==> src/rtl/aou_pkg.sv <==
package aou_pkg;
  localparam int unsigned IW = 12;

  typedef enum logic [2:0] {
    S4_NONE = 3'd0,
    S4_ROR1 = 3'd1,
    S4_ROR2 = 3'd2,
    S4_ROL1 = 3'd3,
    S4_ROL2 = 3'd4,
    S4_SWAP = 3'd5
  } s4_mode_t;

  typedef struct packed {
    logic grp1;
    logic clr_acc;
    logic clr_lnk;
    logic cmp_acc;
    logic cmp_lnk;
    logic rot_r;
    logic rot_l;
    logic twice;
    logic inc;
  } aou_ctl_t;
endpackage

==> src/rtl/aou_decode.sv <==
module aou_decode
  import aou_pkg::*;
(
  input  logic [IW-1:0] instr_i,
  output aou_ctl_t      ctl_o,
  output s4_mode_t      mode_o
);
  logic grp1;

  // group membership: top three bits all ones, bit 8 low
  assign grp1 = (instr_i[11:9] == 3'b111) && !instr_i[8];

  always_comb begin
    ctl_o.grp1    = grp1;
    ctl_o.clr_acc = grp1 & instr_i[7];
    ctl_o.clr_lnk = grp1 & instr_i[6];
    ctl_o.cmp_acc = grp1 & instr_i[5];
    ctl_o.cmp_lnk = grp1 & instr_i[4];
    ctl_o.rot_r   = grp1 & instr_i[3];
    ctl_o.rot_l   = grp1 & instr_i[2];
    ctl_o.twice   = grp1 & instr_i[1];
    ctl_o.inc     = grp1 & instr_i[0];
  end

  always_comb begin
    unique case ({ctl_o.rot_r, ctl_o.rot_l, ctl_o.twice})
      3'b100:  mode_o = S4_ROR1;
      3'b101:  mode_o = S4_ROR2;
      3'b010:  mode_o = S4_ROL1;
      3'b011:  mode_o = S4_ROL2;
      3'b001:  mode_o = S4_SWAP;
      default: mode_o = S4_NONE;
    endcase
  end
endmodule

==> src/rtl/aou_logic_stage.sv <==
module aou_logic_stage #(
  parameter int unsigned DW = 12
) (
  input  logic          clk,
  input  logic          rst_n,
  input  logic          clr_acc_i,
  input  logic          clr_lnk_i,
  input  logic          cmp_acc_i,
  input  logic          cmp_lnk_i,
  input  logic [DW-1:0] acc_i,
  input  logic          lnk_i,
  output logic [DW-1:0] acc_o,
  output logic          lnk_o
);
  logic [DW-1:0] acc_s1;
  logic          lnk_s1;

  function automatic logic [DW-1:0] clear_or_keep(input logic [DW-1:0] v, input logic clr);
    return clr ? '0 : v;
  endfunction

  function automatic logic [DW-1:0] flip_if(input logic [DW-1:0] v, input logic f);
    return f ? ~v : v;
  endfunction

  // step 1: clears
  assign acc_s1 = clear_or_keep(acc_i, clr_acc_i);
  assign lnk_s1 = clr_lnk_i ? 1'b0 : lnk_i;

  // step 2: complements
  assign acc_o = flip_if(acc_s1, cmp_acc_i);
  assign lnk_o = lnk_s1 ^ cmp_lnk_i;

  p_clear_acc_r2: assert property (@(posedge clk) disable iff (!rst_n)
    (clr_acc_i && !cmp_acc_i) |-> (acc_o == '0));
  p_clear_lnk_r2: assert property (@(posedge clk) disable iff (!rst_n)
    (clr_lnk_i && !cmp_lnk_i) |-> (lnk_o == 1'b0));
  p_cla_cma_r3: assert property (@(posedge clk) disable iff (!rst_n)
    (clr_acc_i && cmp_acc_i) |-> (&acc_o));
  p_cml_r3: assert property (@(posedge clk) disable iff (!rst_n)
    (!clr_lnk_i && cmp_lnk_i) |-> (lnk_o != lnk_i));
endmodule

==> src/rtl/aou_inc_stage.sv <==
module aou_inc_stage #(
  parameter int unsigned DW = 12
) (
  input  logic          clk,
  input  logic          rst_n,
  input  logic          inc_i,
  input  logic [DW-1:0] acc_i,
  input  logic          lnk_i,
  output logic [DW-1:0] acc_o,
  output logic          lnk_o,
  output logic          carry_o
);
  localparam int unsigned VW = DW + 1;

  logic [VW-1:0] sum;

  function automatic logic [VW-1:0] bump(input logic [VW-1:0] v, input logic en);
    return v + {{(VW-1){1'b0}}, en};
  endfunction

  assign sum     = bump({lnk_i, acc_i}, inc_i);
  assign acc_o   = sum[DW-1:0];
  assign lnk_o   = sum[DW];
  assign carry_o = lnk_o ^ lnk_i;

  p_wrap_toggle_r4: assert property (@(posedge clk) disable iff (!rst_n)
    (inc_i && (&acc_i)) |-> ((acc_o == '0) && (lnk_o != lnk_i)));
  p_no_carry_r4: assert property (@(posedge clk) disable iff (!rst_n)
    (inc_i && !(&acc_i)) |-> ((lnk_o == lnk_i) && (acc_o != acc_i)));
  p_idle_r4: assert property (@(posedge clk) disable iff (!rst_n)
    !inc_i |-> ((acc_o == acc_i) && (lnk_o == lnk_i)));
endmodule

==> src/rtl/aou_rot_stage.sv <==
module aou_rot_stage
  import aou_pkg::*;
#(
  parameter int unsigned DW = 12
) (
  input  logic          clk,
  input  logic          rst_n,
  input  s4_mode_t      mode_i,
  input  logic          rot_r_i,
  input  logic          rot_l_i,
  input  logic          twice_i,
  input  logic [DW-1:0] acc_i,
  input  logic          lnk_i,
  output logic [DW-1:0] acc_o,
  output logic          lnk_o
);
  localparam int unsigned VW   = DW + 1;
  localparam int unsigned HALF = DW / 2;

  logic [VW-1:0] v_in, ror1, ror2, rol1, rol2, swp, v_out;

  assign v_in = {lnk_i, acc_i};

  // each candidate bit is wired from its source position
  for (genvar i = 0; i < VW; i++) begin : g_rot
    assign ror1[i] = v_in[(i + 1) % VW];
    assign ror2[i] = v_in[(i + 2) % VW];
    assign rol1[i] = v_in[(i + VW - 1) % VW];
    assign rol2[i] = v_in[(i + VW - 2) % VW];
  end

  for (genvar j = 0; j < DW; j++) begin : g_swap
    assign swp[j] = v_in[(j + HALF) % DW];
  end
  assign swp[DW] = v_in[DW];

  always_comb begin
    unique case (mode_i)
      S4_ROR1: v_out = ror1;
      S4_ROR2: v_out = ror2;
      S4_ROL1: v_out = rol1;
      S4_ROL2: v_out = rol2;
      S4_SWAP: v_out = swp;
      default: v_out = v_in;
    endcase
  end

  assign acc_o = v_out[DW-1:0];
  assign lnk_o = v_out[DW];

  p_bits_kept_r5: assert property (@(posedge clk) disable iff (!rst_n)
    $countones(v_out) == $countones(v_in));
  p_ror_link_r5: assert property (@(posedge clk) disable iff (!rst_n)
    (rot_r_i && !rot_l_i && !twice_i) |-> (lnk_o == acc_i[0]));
  p_rol2_link_r6: assert property (@(posedge clk) disable iff (!rst_n)
    (rot_l_i && !rot_r_i && twice_i) |-> (lnk_o == acc_i[DW-2]));
  p_swap_link_r7: assert property (@(posedge clk) disable iff (!rst_n)
    (!rot_r_i && !rot_l_i && twice_i) |-> (lnk_o == lnk_i));
  p_both_hold_r8: assert property (@(posedge clk) disable iff (!rst_n)
    (rot_r_i && rot_l_i) |-> ((acc_o == acc_i) && (lnk_o == lnk_i)));
endmodule

==> src/rtl/acc_opr_unit.sv <==
module acc_opr_unit
  import aou_pkg::*;
#(
  parameter int unsigned DW = 12
) (
  input  logic          clk,
  input  logic          rst_n,
  input  logic          valid_i,
  input  logic [IW-1:0] instr_i,
  input  logic [DW-1:0] acc_i,
  input  logic          link_i,
  output logic [DW-1:0] acc_c_o,
  output logic          link_c_o,
  output logic [DW-1:0] acc_q_o,
  output logic          link_q_o,
  output logic          done_o
);
  aou_ctl_t      ctl;
  s4_mode_t      mode;
  logic [DW-1:0] acc_s2, acc_s3;
  logic          lnk_s2, lnk_s3;
  logic          inc_carry;
  logic [DW-1:0] acc_q;
  logic          lnk_q, done_q;

  aou_decode u_dec (
    .instr_i (instr_i),
    .ctl_o   (ctl),
    .mode_o  (mode)
  );

  aou_logic_stage #(.DW(DW)) u_s12 (
    .clk       (clk),
    .rst_n     (rst_n),
    .clr_acc_i (ctl.clr_acc),
    .clr_lnk_i (ctl.clr_lnk),
    .cmp_acc_i (ctl.cmp_acc),
    .cmp_lnk_i (ctl.cmp_lnk),
    .acc_i     (acc_i),
    .lnk_i     (link_i),
    .acc_o     (acc_s2),
    .lnk_o     (lnk_s2)
  );

  aou_inc_stage #(.DW(DW)) u_s3 (
    .clk     (clk),
    .rst_n   (rst_n),
    .inc_i   (ctl.inc),
    .acc_i   (acc_s2),
    .lnk_i   (lnk_s2),
    .acc_o   (acc_s3),
    .lnk_o   (lnk_s3),
    .carry_o (inc_carry)
  );

  aou_rot_stage #(.DW(DW)) u_s4 (
    .clk     (clk),
    .rst_n   (rst_n),
    .mode_i  (mode),
    .rot_r_i (ctl.rot_r),
    .rot_l_i (ctl.rot_l),
    .twice_i (ctl.twice),
    .acc_i   (acc_s3),
    .lnk_i   (lnk_s3),
    .acc_o   (acc_c_o),
    .lnk_o   (link_c_o)
  );

  always_ff @(posedge clk or negedge rst_n) begin
    if (!rst_n) begin
      acc_q  <= '0;
      lnk_q  <= 1'b0;
      done_q <= 1'b0;
    end else begin
      done_q <= valid_i;
      if (valid_i) begin
        acc_q <= acc_c_o;
        lnk_q <= link_c_o;
      end
    end
  end

  assign acc_q_o  = acc_q;
  assign link_q_o = lnk_q;
  assign done_o   = done_q;

  p_outside_group_r1: assert property (@(posedge clk) disable iff (!rst_n)
    !ctl.grp1 |-> ((acc_c_o == acc_i) && (link_c_o == link_i)));
  p_nop_r9: assert property (@(posedge clk) disable iff (!rst_n)
    (instr_i == 12'o7000) |-> ((acc_c_o == acc_i) && (link_c_o == link_i)));
  p_carry_into_rotl_r4: assert property (@(posedge clk) disable iff (!rst_n)
    (inc_carry && mode == S4_ROL1) |-> (acc_c_o[0] == lnk_s3));
  p_load_r10: assert property (@(posedge clk) disable iff (!rst_n)
    valid_i |=> ((acc_q_o == $past(acc_c_o)) && (link_q_o == $past(link_c_o)) && done_o));
  p_hold_r10: assert property (@(posedge clk) disable iff (!rst_n)
    !valid_i |=> ($stable(acc_q_o) && $stable(link_q_o) && !done_o));
endmodule

==> config.mk <==
export PLATFORM = sky130hd
export DESIGN_NAME = acc_opr_unit
export DESIGN_NICKNAME = d
export VERILOG_FILES = /design/src/rtl/aou_pkg.sv /design/src/rtl/aou_decode.sv /design/src/rtl/aou_logic_stage.sv /design/src/rtl/aou_inc_stage.sv /design/src/rtl/aou_rot_stage.sv /design/src/rtl/acc_opr_unit.sv
export SDC_FILE = /design/constraint.sdc
export NUM_CORES = 1
export LEC_CHECK = 0
export ABC_AREA = 1
export CAP_MARGIN = 10
export CORE_UTILIZATION = 65
export CTS_CLUSTER_SIZE = 10
export DETAILED_ROUTE_END_ITERATION = 12
export DONT_BUFFER_PORTS = 1
export GPL_TIMING_DRIVEN = 0
export PLACE_DENSITY = 0.8
export SYNTH_ARGS = -nofsm -noshare
export SYNTH_HDL_FRONTEND = slang
export SYNTH_SLANG_ARGS = --single-unit
==> constraint.sdc <==
create_clock -name clk -period 4.1 [get_ports clk]
set_clock_uncertainty 0.2 [all_clocks]
set_input_delay 0.82 -clock clk [delete_from_list [all_inputs] [get_ports clk]]
set_output_delay 0.82 -clock clk [all_outputs]
set_load 0.02 [all_outputs]
==> results of run 1 <==
state kept, by name, summed over array words and instances, names as in the netlist:
signal and cells:
link_q_o 1, acc_q_o 12, done_o 1
power groups by stage:
stage | clock network [uW] | registers, uW | logic [uW]
after floorplan | 0 | 182 | 122
after global placement | 0 | 184 | 143
after detailed placement | 0 | 185 | 145
after CTS | 76.8 | 182 | 149
after global routing | 81.2 | 184 | 172
final | 74.2 | 182 | 156
cell usage after synthesis, types with 2 or more instances:
| master | count | area (um2) |
|---|---|---|
| a21boi_1 | 2 | 15.0 |
| a21oi_1 | 2 | 10.0 |
| and2_1 | 4 | 25.0 |
| buf_2 | 7 | 35.0 |
| buf_6 | 3 | 33.8 |
| clkbuf_1 | 2 | 7.51 |
| dfrtp_1 | 14 | 350 |
| ha_1 | 2 | 25.0 |
| inv_1 | 45 | 169 |
| inv_2 | 5 | 18.8 |
| nand2_1 | 111 | 417 |
| nand2_2 | 25 | 156 |
| nand3_1 | 55 | 275 |
| nand3_2 | 13 | 130 |
| nand4_1 | 7 | 43.8 |
| nand4_2 | 3 | 37.5 |
| nor2_1 | 14 | 52.6 |
| nor2_2 | 7 | 43.8 |
| nor2_4 | 7 | 78.8 |
| o211ai_1 | 6 | 45.0 |
| o211ai_2 | 3 | 37.5 |
| o21ai_0 | 2 | 10.0 |
| o21ai_1 | 4 | 20.0 |
| xor2_1 | 2 | 17.5 |
worst register-to-register path: stages (launching register included):
cell and delay [ns]:
dfrtp_1 0.47, nand2_1 0.10, nand2_1 0.06
kinds of logic after synthesis:
group,count (synthesis)
compound gates,24
buf+inv,62
simple gates,250
flops,14
xor+xnor,3
fa+ha+maj,2
through the flow:
step	instances	hold WS [ns]	cell area [um2]	TNS, ns	setup slack [ns]
after floorplan	355	0.324	2160	0	0.205
after global placement	399	0.325	2210	-0.162	-0.0895
after detailed placement	399	0.325	2210	-0.465	-0.162
after CTS	402	0.0193	2260	0	0.0521
after global routing	411	0.0105	2360	-0.0571	-0.0354
final	411	0.0239	2360	0	0.0796
worst paths after layout:
check,end,startpoint
min in group clk,done_o,valid_i
setup reg to reg,acc_q_o[9],acc_q_o[9]
max in group asynchronous,acc_q_o[1],rst_n
hold / removal,link_q_o,rst_n
setup / recovery,acc_c_o[7],instr_i[8]
hold reg to reg,link_q_o,link_q_o
what timing repair did:
item	in CTS	in global routing
gates resized for setup	7	8
setup endpoints to repair	6	11
pin swaps	1	6
setup buffers	0	9
final cells by class:
class,instances,area (um2),share of cell area (%)
buffer,12,82.6,3.49
tap,44,55.1,2.33
inverter,50,188,7.94
sequential,14,350,14.8
multi-input combinational,279,1600,67.6
clock buffer,3,22.5,0.953
timing repair buffer,9,67.6,2.86
layer usage:
| metal | global-route usage, % | routed length, um | up-vias |
|---|---|---|---|
| li1 | - | - | 1169 |
| met1 | 47.0 | 2510 | 1124 |
| met2 | 55.2 | 2750 | 113 |
| met3 | 5.02 | 484 | 11 |
| met4 | 7.31 | 96 | 0 |
| met5 | 0 | 0 | - |
==> qor.csv, run 1 <==
metric,value,unit
main combinational cell family by area after synthesis,simple AND/OR/NAND/NOR gates,
Final period util,98.1,%
WL/cell,14.2,um
area grow syn2layout,9.44,%
worst min path class,input pin to async pin,
total of max-cap violations,0,
Setup Viol. Count Final,0,
number of flops mapped to enable cells by yosys,0,
largest net degree at the start of global routing,15,
fin util,76.2,%
Sequential Power Share,44.1,%
"Hold Vio Cnt, Final",0,
Crit path max-delay family,simple AND/OR/NAND/NOR gates,
Mapped Avg Cell Area,6.08,um2
max incr delay on CP,0.29,ns
synth warn,0,
"most common cell after layout, fill and taps aside",nand2_1,
Simple-Gate Fraction of Synth Area,60.3,%
CTS max path bufs,2,
Int Power,236,uW
Reg2Reg Setup Slack,3.16,ns
Pwr Density,174,nW/um2
CP max stage cell,a21boi_2,
DPL Wire Length,4480,um
Detailed Routing Iterations Pass 1,6,
die area,3560,um2
clock tree sinks,14,
Leak,0.00122,uW
crit-path max FO,10,
drt total wl,5840,um
Core Rows,20,
FF-to-FF path depth,2,
Starting Density,69.6,%
Worst setup SP type,input pin,
Post-synth ARST share,100,%
initial DRC count,186,
GRT Residual Overflow,0,
post-route antenna net violation count,0,
compound-cell area share of the yosys netlist,8.57,%
crit path cell chain,inv_2 -> nand2_2 -> nor2_4 -> nand2_4 -> buf_6 -> xor2_1 -> ha_2 -> buf_4 -> nand3_2 -> nor2_4 -> nand2_1 -> nand2_1 -> and2_1 -> or2_1 -> a21boi_2,
"Reg clk slew, reported paths",0.08,ns
Slew @ Worst Pin,0.462,ns
Sw Pwr,176,uW
# port buffers,0,
"Data arrival, critical path",3.00,ns
Comb power frac,38.0,%
Synth Area in Adders,1.16,%
cell count after synthesis,355,
post-synthesis instance area,2160,um2
switching share of total power,42.8,%
Buf/Inv on CP,3,
WP depth,15,
"Req. time, crit path",3.08,ns
number of vias in the routed layout,2417,
Crit. End Element,primary output,
post-synthesis sequential area ratio,16.2,%
ys flop type,dfrtp_1,
most frequent cells in the layout,"nand2_1 (110), nand3_1 (55), inv_1 (44)",
outcome,completed,
Die Y,59.6,um
Fill cells,301,
antenna cells,0,
CTS tree,built,
Period minus WS final,4.02,ns
Via density,5.88,
# IOs,55,
post-synthesis mux area share,0,%
Worst Setup Path Type,input pin to primary output,
#FFs+latches synth,14,
xor/xnor share of the synthesized area,1.56,%
Relative slew margins,69.2,%
Post-Syn Nets,385,
Max Slew Vio Count,0,
Die X,59.6,um
initial antenna violation count,0,
Num CTS Buffers,3,
Core Box Area,3100,um2
Clock Power Share,18.0,%
Final GP Congestion,0.953,
Fmax,249,MHz
total power,412,uW
share of cells above drive strength 1,27.2,%
Remaining DRCs,0,
clk_lat worst skew,0.28,ns
count of cell types in the netlist,34,
first-pass GRT wire length,9090,um
gr usage total,33.9,%
Clk Tree Root Cell,clkbuf_4,
hold_buf cts,0,
Peak VDD IR,173,uV
"Net count, final",399,
vias in the first global route,2090,
# H-tree levels,1,
No activity file was read; power rests on OpenSTA's default activity.
==> run 2: changes to the inputs <==
- RECOVER_POWER: not set -> 100
==> results of run 2 <==
The final DEF is identical to that of run 1; final timing and power are the same.
==> run 3: changes to the inputs <==
- ABC_CLOCK_PERIOD_IN_PS: not set -> 4100
==> results of run 3 <==
The final DEF is identical to that of run 1; final timing and power are the same.
